==> config.mk <==
export PLATFORM = sky130hd
export DESIGN_NAME = omc_bank
export DESIGN_NICKNAME = d
export VERILOG_FILES = /design/src/rtl/omc_pkg.sv /design/src/rtl/omc_wr_sync.sv /design/src/rtl/omc_cell_grp.sv /design/src/rtl/omc_oe_gen.sv /design/src/rtl/omc_bank.sv
export SDC_FILE = /design/constraint.sdc
export NUM_CORES = 1
export LEC_CHECK = 0
export CAP_MARGIN = 30
export CORE_UTILIZATION = 41
export DETAILED_ROUTE_END_ITERATION = 6
export MAX_ROUTING_LAYER = met4
export PLACE_DENSITY = 0.91
export SETUP_SLACK_MARGIN = 0.15
export SLEW_MARGIN = 5
export SYNTH_ARGS = -nofsm -noshare
export SYNTH_HDL_FRONTEND = slang
export SYNTH_SLANG_ARGS = --single-unit
==> constraint.sdc <==
create_clock -name clk -period 2.4 [get_ports clk]
set_clock_uncertainty 0.15 [all_clocks]
set_input_delay 0.24 -clock clk [delete_from_list [all_inputs] [get_ports clk]]
set_output_delay 0.24 -clock clk [all_outputs]
set_load 0.02 [all_outputs]
==> src/rtl/omc_pkg.sv <==
package omc_pkg;

    localparam int ADDR_W = 3;
    localparam int N_GRP  = 2;

    typedef enum logic [ADDR_W-1:0] {
        OFF_DATA_A = 3'd0,
        OFF_DATA_B = 3'd1,
        OFF_MASK_A = 3'd2,
        OFF_MASK_B = 3'd3,
        OFF_DIR_L  = 3'd4,
        OFF_DIR_H  = 3'd5,
        OFF_RSV_6  = 3'd6,
        OFF_RSV_7  = 3'd7
    } reg_off_e;

    localparam logic [ADDR_W-1:0] DATA_BASE = OFF_DATA_A;
    localparam logic [ADDR_W-1:0] MASK_BASE = OFF_MASK_A;
    localparam logic [ADDR_W-1:0] DIR_BASE  = OFF_DIR_L;

    // target of a captured bus write
    typedef struct packed {
        logic     sel;
        reg_off_e off;
    } bus_tgt_t;

    // next state of one cell: bus load first, then clear, preset, enable
    function automatic logic cell_next(
        input logic ld, input logic ld_v,
        input logic clr, input logic set,
        input logic ce, input logic d, input logic q);
        if (ld)       return ld_v;
        else if (clr) return 1'b0;
        else if (set) return 1'b1;
        else if (ce)  return d;
        else          return q;
    endfunction

endpackage

==> src/rtl/omc_wr_sync.sv <==
module omc_wr_sync
    import omc_pkg::*;
#(
    parameter int DW = 8
) (
    input  logic              clk,
    input  logic              rst,
    input  logic              bus_sel,
    input  logic [ADDR_W-1:0] bus_addr,
    input  logic [DW-1:0]     bus_wdata,
    input  logic              bus_we_n,
    output logic              wr_fire,
    output bus_tgt_t          wr_tgt,
    output logic [DW-1:0]     wr_data
);

    logic we_s1, we_s2;

    always_ff @(posedge clk) begin
        if (rst) begin
            we_s1 <= 1'b1;
            we_s2 <= 1'b1;
        end else begin
            we_s1 <= bus_we_n;
            we_s2 <= we_s1;
        end
    end

    // hold the last values seen while the strobe is low
    always_ff @(posedge clk) begin
        if (rst) begin
            wr_tgt  <= '{sel: 1'b0, off: OFF_DATA_A};
            wr_data <= '0;
        end else if (!bus_we_n) begin
            wr_tgt  <= '{sel: bus_sel, off: reg_off_e'(bus_addr)};
            wr_data <= bus_wdata;
        end
    end

    assign wr_fire = we_s1 & ~we_s2;

endmodule

==> src/rtl/omc_cell_grp.sv <==
module omc_cell_grp
    import omc_pkg::*;
#(
    parameter int W = 8
) (
    input  logic         clk,
    input  logic         rst,
    input  logic         ld_en,
    input  logic [W-1:0] ld_data,
    input  logic [W-1:0] mask,
    input  logic [W-1:0] lg_d,
    input  logic [W-1:0] lg_ce,
    input  logic [W-1:0] lg_set,
    input  logic [W-1:0] lg_clr,
    output logic [W-1:0] q
);

    for (genvar i = 0; i < W; i++) begin : g_bit
        logic bit_ld;
        assign bit_ld = ld_en & ~mask[i];
        always_ff @(posedge clk) begin
            if (rst) q[i] <= 1'b0;
            else     q[i] <= cell_next(bit_ld, ld_data[i], lg_clr[i],
                                       lg_set[i], lg_ce[i], lg_d[i], q[i]);
        end
    end

endmodule

==> src/rtl/omc_oe_gen.sv <==
module omc_oe_gen #(
    parameter int N = 16
) (
    input  logic [N-1:0] oe_term,
    input  logic [N-1:0] oe_cfg,
    input  logic [N-1:0] dir,
    output logic [N-1:0] pin_oe
);

    for (genvar i = 0; i < N; i++) begin : g_pin
        always_comb begin
            if (dir[i])        pin_oe[i] = 1'b1;
            else if (!oe_cfg[i]) pin_oe[i] = 1'b1;
            else               pin_oe[i] = oe_term[i];
        end
    end

endmodule

==> src/rtl/omc_bank.sv <==
module omc_bank
    import omc_pkg::*;
#(
    parameter int GRP_W = 8,
    localparam int N_CELL = N_GRP * GRP_W
) (
    input  logic              clk,
    input  logic              rst,
    input  logic              bus_sel,
    input  logic [ADDR_W-1:0] bus_addr,
    input  logic [GRP_W-1:0]  bus_wdata,
    input  logic              bus_we_n,
    input  logic              bus_re_n,
    output logic [GRP_W-1:0]  bus_rdata,
    input  logic [N_CELL-1:0] lg_d,
    input  logic [N_CELL-1:0] lg_ce,
    input  logic [N_CELL-1:0] lg_set,
    input  logic [N_CELL-1:0] lg_clr,
    input  logic [N_CELL-1:0] oe_term,
    input  logic [N_CELL-1:0] oe_cfg,
    output logic [N_CELL-1:0] cell_q,
    output logic [N_CELL-1:0] pin_oe
);

    logic                              wr_fire;
    bus_tgt_t                          wr_tgt;
    logic [GRP_W-1:0]                  wr_data;
    logic [N_GRP-1:0][GRP_W-1:0]       grp_q;
    logic [N_GRP-1:0][GRP_W-1:0]       mask_q;
    logic [N_GRP-1:0][GRP_W-1:0]       dir_q;

    omc_wr_sync #(.DW(GRP_W)) u_sync (
        .clk      (clk),
        .rst      (rst),
        .bus_sel  (bus_sel),
        .bus_addr (bus_addr),
        .bus_wdata(bus_wdata),
        .bus_we_n (bus_we_n),
        .wr_fire  (wr_fire),
        .wr_tgt   (wr_tgt),
        .wr_data  (wr_data)
    );

    for (genvar g = 0; g < N_GRP; g++) begin : g_grp
        logic ld_cell, ld_mask, ld_dir;
        assign ld_cell = wr_fire & wr_tgt.sel & (wr_tgt.off == reg_off_e'(DATA_BASE + ADDR_W'(g)));
        assign ld_mask = wr_fire & wr_tgt.sel & (wr_tgt.off == reg_off_e'(MASK_BASE + ADDR_W'(g)));
        assign ld_dir  = wr_fire & wr_tgt.sel & (wr_tgt.off == reg_off_e'(DIR_BASE  + ADDR_W'(g)));

        omc_cell_grp #(.W(GRP_W)) u_cells (
            .clk    (clk),
            .rst    (rst),
            .ld_en  (ld_cell),
            .ld_data(wr_data),
            .mask   (mask_q[g]),
            .lg_d   (lg_d  [g*GRP_W +: GRP_W]),
            .lg_ce  (lg_ce [g*GRP_W +: GRP_W]),
            .lg_set (lg_set[g*GRP_W +: GRP_W]),
            .lg_clr (lg_clr[g*GRP_W +: GRP_W]),
            .q      (grp_q[g])
        );

        always_ff @(posedge clk) begin
            if (rst) begin
                mask_q[g] <= '0;
                dir_q[g]  <= '0;
            end else begin
                if (ld_mask) mask_q[g] <= wr_data;
                if (ld_dir)  dir_q[g]  <= wr_data;
            end
        end
    end

    // readback from current state (pre-write within a commit cycle)
    always_comb begin
        bus_rdata = '0;
        if (bus_sel && !bus_re_n) begin
            for (int g = 0; g < N_GRP; g++) begin
                if (bus_addr == DATA_BASE + ADDR_W'(g)) bus_rdata = grp_q[g];
                if (bus_addr == MASK_BASE + ADDR_W'(g)) bus_rdata = mask_q[g];
                if (bus_addr == DIR_BASE  + ADDR_W'(g)) bus_rdata = dir_q[g];
            end
        end
    end

    assign cell_q = grp_q;

    omc_oe_gen #(.N(N_CELL)) u_oe (
        .oe_term(oe_term),
        .oe_cfg (oe_cfg),
        .dir    (dir_q),
        .pin_oe (pin_oe)
    );

endmodule

==> flow_summary.toml, run 1 <==
[status]
status = "complete, no violations"

[cts]
htree_levels = 3
hold_buffers = 0
cts_made_buffers = 9
cts.sinks = 62
cts_buffer_depth = 2
insertion_delay_ns = 0.35
tritoncts = "built"
cts-root-buf = "clkbuf_8"
cts.clk_slew.worst_paths_ns = 0.07

[drt]
wl_met2_um = 4630
wl_met3_um = 894
ant_nets = 0
drtIter0Drc = 233
first_pass_iters = 5
top_layer = "met4"
avgViaCountPerCell = 5.28
wl_um = 9900
drc = 0
via_count = 3341
routedWlPerCell_um = 15.6
wl_met1_um = 4230

[grt]
antenna_found_initial = 0
grt_pass1_vias = 3299
grt_overflow_total = 0
grtUsageTotal_pct = 25.7
grt_max_degree = 38
grt_pass1_wl_um = 16000

[worst_setup_path]
crit-reg2reg-capture = "dir_q[7]"
reg2reg_depth = 4
critPathArrivalTime_ns = 1.83
critPathKind = "input port to output port"
required_ns = 2.01
path_delay_family = "buffers and inverters"
worstSetupEndpointType = "output port"
worstPathCellList = "clkdlybuf4s50_1 -> buf_12 -> buf_4 -> nand2_1 -> o21ai_0 -> a21oi_1 -> clkdlybuf4s15_1"
slowest_stage = "clkdlybuf4s50_1"
crit_buf_inv = 4
r2r_slack_ns = 0.36
reg2reg_from = "u_sync.wr_tgt[0]"
crit_path_max_incr_delay_ns = 0.45
critPathLaunchType = "input port"
cp_max_fo = 17

[synth]
ys_types = 32
syn_area_per_cell_um2 = 8.50
yosysSeqAreaShare_pct = 39.3
yosysWarnings = 0
synth_seq_cells = 62
synthesis.nets = 484
syn-cell-area_um2 = 3160
synthArstFlopShare_pct = 0
synth-main-ff-cell = "dfxtp_1"
synth_edf_count = 0
synthCells = 372

[layout]
fin_cells = 633
final_cell_mix = "141 x clkdlybuf4s50_1, 70 x nor2_1, 64 x mux2i_1"
nFillCells = 630
layout_commonest_cell = "clkdlybuf4s50_1"
final_layout_size_suffix_gt1_share_pct = 10.3
layout-area-overhead-vs-synth_pct = 58.6
n_antenna_cell = 0
nets = 641

[placed_design]
portBuffers = 151
place.gp.congestion = 0.915
placedCellCount = 617
dp_hpwl_um = 7700

[sta]
fin_crit_ns = 2.22
slew-limit-headroom_pct = 61.7
hold_violations = 0
final-setup-viol-count = 0
worst_slew_pin_slew_ns = 0.574
rsz0062_at_grt = "yes"
finalCritPeriodShare_pct = 92.5
timing.hold.ws_ns = 0.199
fmax_mhz = 451
drv_slew = 0

[pwr]
power_density_nw_per_um2 = 500
netSwitchingFraction_pct = 25.0
power_w = 0.00251
p_int_w = 0.00188
combPwrFrac_pct = 19.0
p_sw_w = 0.000628
ir_drop_mv = 0.344
power_frac_clock_pct = 37.3
p_leak_nw = 2.07
seq_power_share_pct = 43.7

[floorplanning]
die_x_um = 89.8
start_util_pct = 42.9
ios = 152
die_h_um = 89.8
placementRows = 31
fp.coreArea_um2 = 7370
die_area_um2 = 8070

[hold_path]
hp-start = "rst"
whs_path_depth = 2
worstHoldPathType = "input port to flip-flop"
min_to = "mask_q[15]"

[job]
maxCapViolations = 0
layout make-up:
| cell class | instances | area (µm²) | area share (%) |
|---|---|---|---|
| multi-input cells | 279 | 1790 | 35.7 |
| repair buffers | 166 | 1620 | 32.2 |
| flip-flops and latches | 62 | 1240 | 24.8 |
| clock buffers | 12 | 155 | 3.09 |
| well taps | 99 | 124 | 2.47 |
| clock inverters | 4 | 45.0 | 0.898 |
| inverters | 11 | 41.3 | 0.823 |
through the flow:
step / util [%] / cell area [µm²] / setup WS, ns / setup TNS [ns]
2_1_floorplan: - / 3160 / 0.624 / 0
3_3_place_gp: 65.4 / 4820 / -0.235 / -1.21
3_5_place_dp: 65.4 / 4820 / -0.253 / -1.30
4_1_cts: 68.1 / 5020 / 0.107 / 0
5_1_grt: 68.0 / 5010 / 0.135 / 0
6_report: 68.0 / 5010 / 0.181 / 0
Yosys cell counts (all sizes together) (6+ instances only):
cell type  count  area, µm²
nor2          71        283
mux2i         64        641
dfxtp         62       1240
nand2         35        131
a21oi         18       90.1
o21ai         18       90.1
nor2b         11       68.8
buf           10       62.6
inv           10       37.5
clkbuf         9       33.8
nand3b         9       67.6
nor3           8       50.1
a31oi          7       43.8
a211oi         6       45.0
a32oi          6       52.6
mux2           6       67.6
or3            6       37.5
worst max path at each step:
| stage | from | cells after the start | to |
|---|---|---|---|
| 3_3_place_gp | bus_addr[1] | 6 | bus_rdata[0] |
| 4_1_cts | bus_addr[1] | 7 | bus_rdata[0] |
| 5_1_grt | bus_addr[0] | 7 | bus_rdata[0] |
| 6_report | bus_addr[0] | 7 | bus_rdata[0] |
| 3_5_place_dp | bus_addr[1] | 6 | bus_rdata[0] |
| 2_1_floorplan | bus_addr[1] | 6 | bus_rdata[0] |
registers in the layout (all words and copies together) (netlist names):
| register | cells |
|---|---|
| u_sync.wr_data | 8 |
| u_sync.we_s1 | 1 |
| mask_q | 16 |
| u_sync.wr_tgt | 4 |
| dir_q | 16 |
| u_sync.we_s2 | 1 |
| g_grp.u_cells.q | 16 |
what timing repair did:
action                     4_1_cts  5_1_grt
pin swaps                        1        1
setup endpoints to repair        7        8
resized for setup               15       13
hold endpoints to repair         0        0
setup buffers                    0        0
per-layer routing:
metal  global-route usage [%]  vias to the layer above
li1                         -                     1604
met1                     30.8                     1537
met2                     41.3                      186
met3                     6.68                       14
met4                     10.2                        0
met5                        -                        -
cell families after synthesis:
family	count (synthesis)	synth area share, %
multiplexers	70	22.4
flip-flops	62	39.3
AND/OR/NAND/NOR	152	23.0
AO/OA/AOI/OAI	57	10.7
buffers and inverters	31	4.63
power by group through the flow:
stage / combinational [W] / clock, W / sequential, W
finish: 0.000477 / 0.000935 / 0.00110
floorplan: 0.000166 / 0 / 0.00112
global route: 0.000511 / 0.000986 / 0.00110
CTS: 0.000479 / 0.000942 / 0.00109
detailed placement: 0.000478 / 0 / 0.00112
global placement: 0.000466 / 0 / 0.00112
Power figures use the tool's default switching activity.
==> inputs of run 2 (changes only) <==
--- a/config.mk
+++ b/config.mk
@@ -6,6 +6,7 @@
 export NUM_CORES = 1
 export LEC_CHECK = 0
 export CAP_MARGIN = 30
+export CORE_MARGIN = 10
 export CORE_UTILIZATION = 41
 export DETAILED_ROUTE_END_ITERATION = 6
 export MAX_ROUTING_LAYER = met4
==> constraint.sdc (replaced) <==
create_clock -name clk -period 2.4 [get_ports clk]
set_clock_uncertainty 0.15 [all_clocks]
set_input_delay 0.6 -clock clk [delete_from_list [all_inputs] [get_ports clk]]
set_output_delay 0.6 -clock clk [all_outputs]
set_load 0.01 [all_outputs]
==> run 2 against run 1 <==
Effect of this change:
- core utilization is 1.9 points higher
- register-to-register slack worse by 0.03 ns
- sequential power about the same
- final area rose by 2.8%
- die area is 44% higher
- global-route usage is 5.6 points lower
- setup slack lost 0.17 ns
- total power down 4.3%
- sequential share of layout area is 0.68 points lower
- clock-buffer cell count rose by 1
- cell count grew 0.79%
- maximum frequency decreased by 7.2%
- critical path type unchanged
==> flow_summary.toml, run 2 (synthesis gave the netlist of run 1 again) <==
[status]
status = "complete, no violations"

[grt]
grt_pass1_vias = 3585
grtUsageTotal_pct = 20.1
grt_max_degree = 35
grt_pass1_wl_um = 18200
antenna_found_initial = 0
grt_overflow_total = 0

[pwr]
netSwitchingFraction_pct = 25.3
p_sw_w = 0.000608
power_density_nw_per_um2 = 465
seq_power_share_pct = 45.7
ir_drop_mv = 0.330
combPwrFrac_pct = 20.2
p_int_w = 0.00179
p_leak_nw = 2.14
power_frac_clock_pct = 34.1

[drt]
via_count = 3350
drtIter0Drc = 112
avgViaCountPerCell = 5.25
routedWlPerCell_um = 18.2
ant_nets = 0
drc = 0
wl_um = 11600
first_pass_iters = 4

[cts]
insertion_delay_ns = 0.34
cts.sinks = 62
cts_made_buffers = 9
htree_levels = 3
tritoncts = "built"
cts-root-buf = "clkbuf_8"
cts.clk_slew.worst_paths_ns = 0.06
hold_buffers = 0
cts_buffer_depth = 2

[placed_design]
portBuffers = 151
place_ws_ns = -0.832
dp_hpwl_um = 8890
place.gp.congestion = 0.907

[sta]
rsz0062_at_grt = "yes"
worst_slew_pin_slew_ns = 0.638
final-setup-viol-count = 0
timing.hold.ws_ns = 0.370
finalSetupTns_ns = 0
drv_slew = 0
slew-limit-headroom_pct = 57.5
hold_violations = 0
fin_crit_ns = 2.39
finalCritPeriodShare_pct = 99.6
setup_slack_ns = 0.00904
fmax_mhz = 418

[layout]
final_util_pct = 70.0
layout_commonest_cell = "clkdlybuf4s50_1"
top_regs = "dir_q (16), g_grp.u_cells.q (16), mask_q (16)"
final_layout_size_suffix_gt1_share_pct = 14.5
n_antenna_cell = 0
final_cell_mix = "121 x clkdlybuf4s50_1, 69 x nor2_1, 64 x mux2i_1"
layout-area-overhead-vs-synth_pct = 63.1
nets = 646

[worst_setup_path]
reg2reg_depth = 4
worstSetupEndpointType = "output port"
path_delay_family = "buffers and inverters"
crit_path_max_incr_delay_ns = 0.31
critPathArrivalTime_ns = 1.64
worstPathCellList = "buf_8 -> buf_12 -> mux2_4 -> a32oi_2 -> a31oi_2 -> buf_2"
critPathLaunchType = "input port"
cp_max_fo = 8
crit_buf_inv = 3
required_ns = 1.65
critical_path_cell_count = 6
critPathKind = "input port to output port"
slowest_stage = "mux2_4"

[floorplanning]
die_h_um = 108
die_x_um = 108
ios = 152
fp.coreArea_um2 = 7370
placementRows = 31
start_util_pct = 42.9
die_area_um2 = 11600

[hold_path]
worstHoldPathType = "flip-flop to flip-flop"
whs_path_depth = 1

[job]
maxCapViolations = 0
==> run 2: changes by cell type in the layout (fill, tap and decap cells not counted), moves of 5 or more <==
cell and change:
mux2_2 -6, buf_6 +8, buf_2 +7, dlygate4sd2_1 +15, clkdlybuf4s50_1 -20, buf_4 -5, mux2_4 +6
==> run 2: worst reg2reg max path, cell delays in order, from the launching register on <==
cell and delay (ns):
dfxtp_1 0.34, or4b_1 0.85, nor2_8 0.32, mux2i_1 0.22
nor2_1 0.06
==> run 2: cell type report <==
cell class	instances	area (µm²)
Inverter	11	46.3
Timing Repair Buffer	171	1680
Sequential cell	62	1240
Clock inverter	3	18.8
Multi-Input combinational cell	279	1890
Fill cell	593	2210
Clock buffer	13	159
Tap cell	99	124
==> run 2: worst paths after layout <==
check,slack (ns),endpoint,start
worst min register to register,0.37,u_sync.we_s2,u_sync.we_s1
worst max-delay path,0.009,bus_rdata[6],bus_addr[0]
worst min-delay path,0.37,u_sync.we_s2,u_sync.we_s1
worst max register to register,0.33,dir_q[6],u_sync.wr_tgt[0]
==> run 2: timing repair <==
action | 4_1_cts | 5_1_grt
pin swaps | 14 | 13
cloned | 1 | 0
setup buffers | 2 | 0
gates resized for setup | 102 | 12
endpoints found under the setup margin | 24 | 11
==> run 2: per-layer routing <==
| metal | GRT usage [%] | up-vias | wire length (µm) |
|---|---|---|---|
| li1 | - | 1612 | - |
| met1 | 23.8 | 1564 | 4910 |
| met2 | 33.1 | 158 | 5570 |
| met3 | 5.39 | 16 | 987 |
| met4 | 5.06 | 0 | 161 |
| met5 | - | - | 0 |
==> run 2: power groups by stage <==
stage                     sequential (W)  clock (W)  combinational (W)
after floorplan                  0.00111          0           0.000155
after global placement           0.00112          0           0.000448
after detailed placement         0.00112          0           0.000460
after CTS                        0.00109   0.000828           0.000477
after global routing             0.00110   0.000879           0.000521
final                            0.00110   0.000819           0.000484
==> run 2: metrics by stage <==
step                cell area (µm²)  power, W  std cells
finish                         5160   0.00240        638
global route                   5160   0.00250        638
CTS                            5120   0.00240        638
detailed placement             4850   0.00158        619
global placement               4850   0.00156        619
floorplan                      3170   0.00126        372
